[config.mk]
export PLATFORM = sky130hd
export DESIGN_NAME = udec_top
export DESIGN_NICKNAME = d
export VERILOG_FILES = /design/src/rtl/udec_pkg.sv /design/src/rtl/udec_exact_map.sv /design/src/rtl/udec_wrap_map.sv /design/src/rtl/udec_rd_mux.sv /design/src/rtl/udec_top.sv
export SDC_FILE = /design/constraint.sdc
export NUM_CORES = 1
export LEC_CHECK = 0
export CELL_PAD_IN_SITES_DETAIL_PLACEMENT = 0
export CELL_PAD_IN_SITES_GLOBAL_PLACEMENT = 1
export CORE_MARGIN = 2
export CORE_UTILIZATION = 17
export DETAILED_ROUTE_END_ITERATION = 8
export PLACE_DENSITY = 0.84
export SLEW_MARGIN = 20
export SYNTH_ARGS = -nofsm -noshare
export SYNTH_HDL_FRONTEND = slang
export SYNTH_SLANG_ARGS = --single-unit
[constraint.sdc]
create_clock -name vclk -period 3.1
set_input_delay 0.62 -clock vclk [all_inputs]
set_output_delay 0.62 -clock vclk [all_outputs]
set_load 0.05 [all_outputs]
[src/rtl/udec_pkg.sv]
package udec_pkg;
  typedef enum logic [1:0] {
    DEV_NONE = 2'd0,
    DEV_LOW  = 2'd1,
    DEV_HIGH = 2'd2
  } dev_sel_e;
endpackage

[src/rtl/udec_exact_map.sv]
module udec_exact_map
  import udec_pkg::*;
#(
  parameter int              ADDR_W = 16,
  parameter int              LOC_W  = 12,
  parameter logic [ADDR_W-1:0] BASE = 16'h2050
) (
  input  logic [ADDR_W-1:0] addr,
  output dev_sel_e          dev,
  output logic [LOC_W-1:0]  loc,
  output logic              hit
);
  // The window covers two devices of 2**LOC_W bytes each
  localparam logic [ADDR_W:0] SPAN = (ADDR_W+1)'(2) << LOC_W;

  logic [ADDR_W-1:0] off;

  always_comb begin
    off = addr - BASE;
    // An address below BASE wraps to a large offset, so one compare suffices
    hit = ({1'b0, off} < SPAN);
    loc = off[LOC_W-1:0];
    if (!hit)             dev = DEV_NONE;
    else if (off[LOC_W])  dev = DEV_HIGH;
    else                  dev = DEV_LOW;
  end
endmodule

[src/rtl/udec_wrap_map.sv]
module udec_wrap_map
  import udec_pkg::*;
#(
  parameter int LOC_W = 12
) (
  input  logic [2:0]       top3,   // address bits LOC_W+2 .. LOC_W
  input  logic [LOC_W-1:0] low,
  output dev_sel_e         dev,
  output logic [LOC_W-1:0] loc,
  output logic             hit
);
  always_comb begin
    loc = low;
    if (top3[2])                    dev = DEV_LOW;
    else if (top3[1] && !top3[0])   dev = DEV_LOW;
    else if (top3[1] &&  top3[0])   dev = DEV_HIGH;
    else                            dev = DEV_NONE;
    hit = (dev != DEV_NONE);
  end
endmodule

[src/rtl/udec_rd_mux.sv]
module udec_rd_mux
  import udec_pkg::*;
#(
  parameter int                DATA_W       = 8,
  parameter logic [DATA_W-1:0] DEFAULT_BYTE = 8'hFF
) (
  input  dev_sel_e          dev,
  input  logic [DATA_W-1:0] d_low,
  input  logic [DATA_W-1:0] d_high,
  output logic              cs_low_n,
  output logic              cs_high_n,
  output logic [DATA_W-1:0] rd
);
  always_comb begin
    cs_low_n  = (dev != DEV_LOW);
    cs_high_n = (dev != DEV_HIGH);
    case (dev)
      DEV_LOW:  rd = d_low;
      DEV_HIGH: rd = d_high;
      default:  rd = DEFAULT_BYTE;
    endcase
  end
endmodule

[src/rtl/udec_top.sv]
module udec_top
  import udec_pkg::*;
#(
  parameter int                ADDR_W       = 16,
  parameter int                LOC_W        = 12,
  parameter int                DATA_W       = 8,
  parameter logic [ADDR_W-1:0] BASE         = 16'h2050,
  parameter logic [DATA_W-1:0] DEFAULT_BYTE = 8'hFF,
  parameter bit                WRAP_MODE    = 1'b0
) (
  input  logic [ADDR_W-1:0] addr,
  input  logic [DATA_W-1:0] ram0_rdata,
  input  logic [DATA_W-1:0] ram1_rdata,
  output logic              ram0_cs_n,
  output logic              ram1_cs_n,
  output logic [LOC_W-1:0]  loc_addr,
  output logic [DATA_W-1:0] rd_data,
  output logic              in_window
);
  dev_sel_e dev;

  generate
    if (WRAP_MODE == 1'b0) begin : g_exact
      udec_exact_map #(
        .ADDR_W (ADDR_W),
        .LOC_W  (LOC_W),
        .BASE   (BASE)
      ) u_map (
        .addr (addr),
        .dev  (dev),
        .loc  (loc_addr),
        .hit  (in_window)
      );
    end else begin : g_wrap
      udec_wrap_map #(
        .LOC_W (LOC_W)
      ) u_map (
        .top3 (addr[LOC_W+2:LOC_W]),
        .low  (addr[LOC_W-1:0]),
        .dev  (dev),
        .loc  (loc_addr),
        .hit  (in_window)
      );
    end
  endgenerate

  udec_rd_mux #(
    .DATA_W       (DATA_W),
    .DEFAULT_BYTE (DEFAULT_BYTE)
  ) u_mux (
    .dev       (dev),
    .d_low     (ram0_rdata),
    .d_high    (ram1_rdata),
    .cs_low_n  (ram0_cs_n),
    .cs_high_n (ram1_cs_n),
    .rd        (rd_data)
  );
endmodule

==> impl_metrics.env, run 1 <==
export IMPL_status="complete, no violations"
export IMPL_firstDrtPassIters=1
export IMPL_min_period_ns=3.09
export IMPL_ys_types=24
export IMPL_grt_max_degree=10
export IMPL_post_route_drc_count=0
export IMPL_p_seq_share_pct=0
export IMPL_dp_hpwl_um=1440
export IMPL_cts_hold_buf=0
export IMPL_hold_class="input pin to primary output"
export IMPL_hold_slack_ns=1.24
export IMPL_fin_crit_sh_pct=99.7
export IMPL_vias_per_cell=4.49
export IMPL_clock_fmax_mhz=324
export IMPL_yosysSeqAreaShare_pct=0
export IMPL_startpoint_type="input pin"
export IMPL_start_util_pct=18.0
export IMPL_hold_viol=0
export IMPL_rows=18
export IMPL_core_area_mm2=0.00248
export IMPL_dpl_instance_area_mm2=0.00109
export IMPL_max_slew_margin_pct=66.5
export IMPL_max_cap_violations=0
export IMPL_grt_overflow=0
export IMPL_grt_pass1_wl_um=2650
export IMPL_crit_required_ns=2.48
export IMPL_p_sw_w=0.000107
export IMPL_avgSynthCellArea_um2=7.42
export IMPL_synth_warnings=0
export IMPL_vias=673
export IMPL_crit_path_end_kind="primary output"
export IMPL_setup_violations=0
export IMPL_diodes=0
export IMPL_grt_pass1_vias=670
export IMPL_drive_above_1_share_pct=50.8
export IMPL_grt_usage_pct=11.5
export IMPL_switching_share_pct=50.8
export IMPL_final_max_slew_viol_count=0
export IMPL_p_clk_share_pct=0
export IMPL_place_congestion=0.675
export IMPL_io_pins=55
export IMPL_die_w_um=55.2
export IMPL_area_growth_pct=177
export IMPL_seq_cell_count=0
export IMPL_nets=155
export IMPL_synth_cells=60
export IMPL_leakage_nw=0.541
export IMPL_ir_worst_vdd_mv=0.135
export IMPL_die_area_mm2=0.00305
export IMPL_path_class="input pin to primary output"
export IMPL_portBuffers=47
export IMPL_die_y_um=55.2
export IMPL_drtIter0Drc=0
export IMPL_arrival_ns=2.47
export IMPL_pwr_share_comb_pct=100.0
export IMPL_tightest_slew_ns=0.501
export IMPL_syn_area_um2=445
export IMPL_fin_area_mm2=0.00123
export IMPL_ant_nets=0
export IMPL_wl_um=1920
export IMPL_power_internal_w=0.000103
export IMPL_regArea_um2=0
export IMPL_clock_buffers=0
export IMPL_wl_per_cell_um=12.8
export IMPL_p_per_area_mw_per_mm2=170
export IMPL_cp_max_fo=5
export IMPL_synth_fp_nets=93
export IMPL_antenna_found_initial=0
-- synthesized netlist by cell type --
cell type  count  area share, %
inv_1         11            9.3
o21ai_0        9             10
o211ai_2       8             22
buf_4          4            6.7
xor2_1         4            7.9
nor2_1         3            2.5
nand2_1        2            1.7
nor4_1         2            2.8
xnor2_1        2            3.9
a2111oi_0      1            2.0
buf_2          1            1.1
buf_6          1            2.5
ha_1           1            2.8
nand2b_1       1            1.4
nor2b_1        1            1.4
nor3_1         1            1.1
nor4_4         1            4.8
o2111ai_1      1            2.0
o21a_1         1            1.7
o2bb2ai_1      1            2.0
o31a_4         1            3.9
or2_1          1            1.4
or3b_2         1            2.0
or4_4          1            2.5
-- worst max-delay path, stage by stage --
cell and delay [ns]:
dlygate4sd2_1 0.24, or4_4 0.57, buf_12 0.16, a2111oi_4 0.22, o2bb2ai_2 0.12, buf_4 0.15, buf_6 0.12, buf_4 0.13
buf_12 0.14
-- what timing repair did --
item / in CTS / in global routing
buffers inserted: 1 / 0
endpoints found under the setup margin: 11 / 11
gates resized for setup: 21 / 21
pin swaps: 3 / 6
gates cloned: 1 / 1
-- cells in the final DEF, fill, tap and decap left out, drive strengths merged --
cell / n
buf: 35
clkdlybuf4s50: 23
inv: 11
o21ai: 9
o211ai: 8
xor2: 4
dlygate4sd2: 4
nor2: 3
nor4: 3
or2: 2
nand2: 2
xnor2: 2
dlymetal6s2s: 2
or4: 1
nand2b: 1
o21a: 1
o2111ai: 1
nor2b: 1
a2111oi: 1
or3b: 1
o2bb2ai: 1
o31a: 1
nor3: 1
ha: 1
bufbuf: 1
-- metrics by stage --
step | power, W | setup WS (ns) | instances | util [%] | setup TNS (ns)
after floorplan | 0.000103 | -0.0239 | 60 | - | -0.191
after global placement | 0.000191 | -0.383 | 147 | 43.9 | -3.70
after detailed placement | 0.000193 | -0.406 | 147 | 43.9 | -4.13
after CTS | 0.000203 | 0.0106 | 149 | 47.2 | 0
after global routing | 0.000221 | -0.0314 | 150 | 49.8 | -0.122
final | 0.000210 | 0.0104 | 150 | 49.8 | 0
-- path summary, 6_finish.rpt --
kind           to  slack, ns  cells past startpoint    start
max     in_window       0.01                      9  addr[7]
min   loc_addr[0]       1.24                      0  addr[0]
-- layout make-up --
cell class | instances | area, um2
repair buffers | 65 | 714
well taps | 30 | 37.5
inverters | 11 | 41.3
fillers | 248 | 1240
multi-input cells | 44 | 442
-- power groups by stage --
| stage | registers, W | logic (W) | clock network, W |
|---|---|---|---|
| 6_report | 0 | 0.000210 | 0 |
| 3_3_place_gp | 0 | 0.000191 | 0 |
| 3_5_place_dp | 0 | 0.000193 | 0 |
| 2_1_floorplan | 0 | 0.000103 | 0 |
| 4_1_cts | 0 | 0.000203 | 0 |
| 5_1_grt | 0 | 0.000221 | 0 |
-- routing by layer --
metal,GRT usage (%),vias up,wire (um)
li1,-,336,-
met1,12.3,313,705
met2,24.8,24,1090
met3,1.08,0,126
met4,0,0,0
met5,0,-,0
-- logic make-up (layout without fill, tap and decap cells) --
| kind of cell | count (synthesis) | in the layout | synth area share (%) |
|---|---|---|---|
| XOR/XNOR | 6 | 6 | 11.8 |
| AO/OA/AOI/OAI | 22 | 22 | 44.1 |
| AND/OR/NAND/NOR | 14 | 15 | 21.6 |
| buffers and inverters | 17 | 76 | 19.7 |
| adder cells (fa/ha/maj) | 1 | 1 | 2.81 |
No activity file was read; power rests on OpenSTA's default activity.
==> run 2: changes to the inputs <==
Settings changed: TNS_END_PERCENT set to 50.
==> results of run 2 <==
Final layout, timing and power as in run 1 (identical DEF).
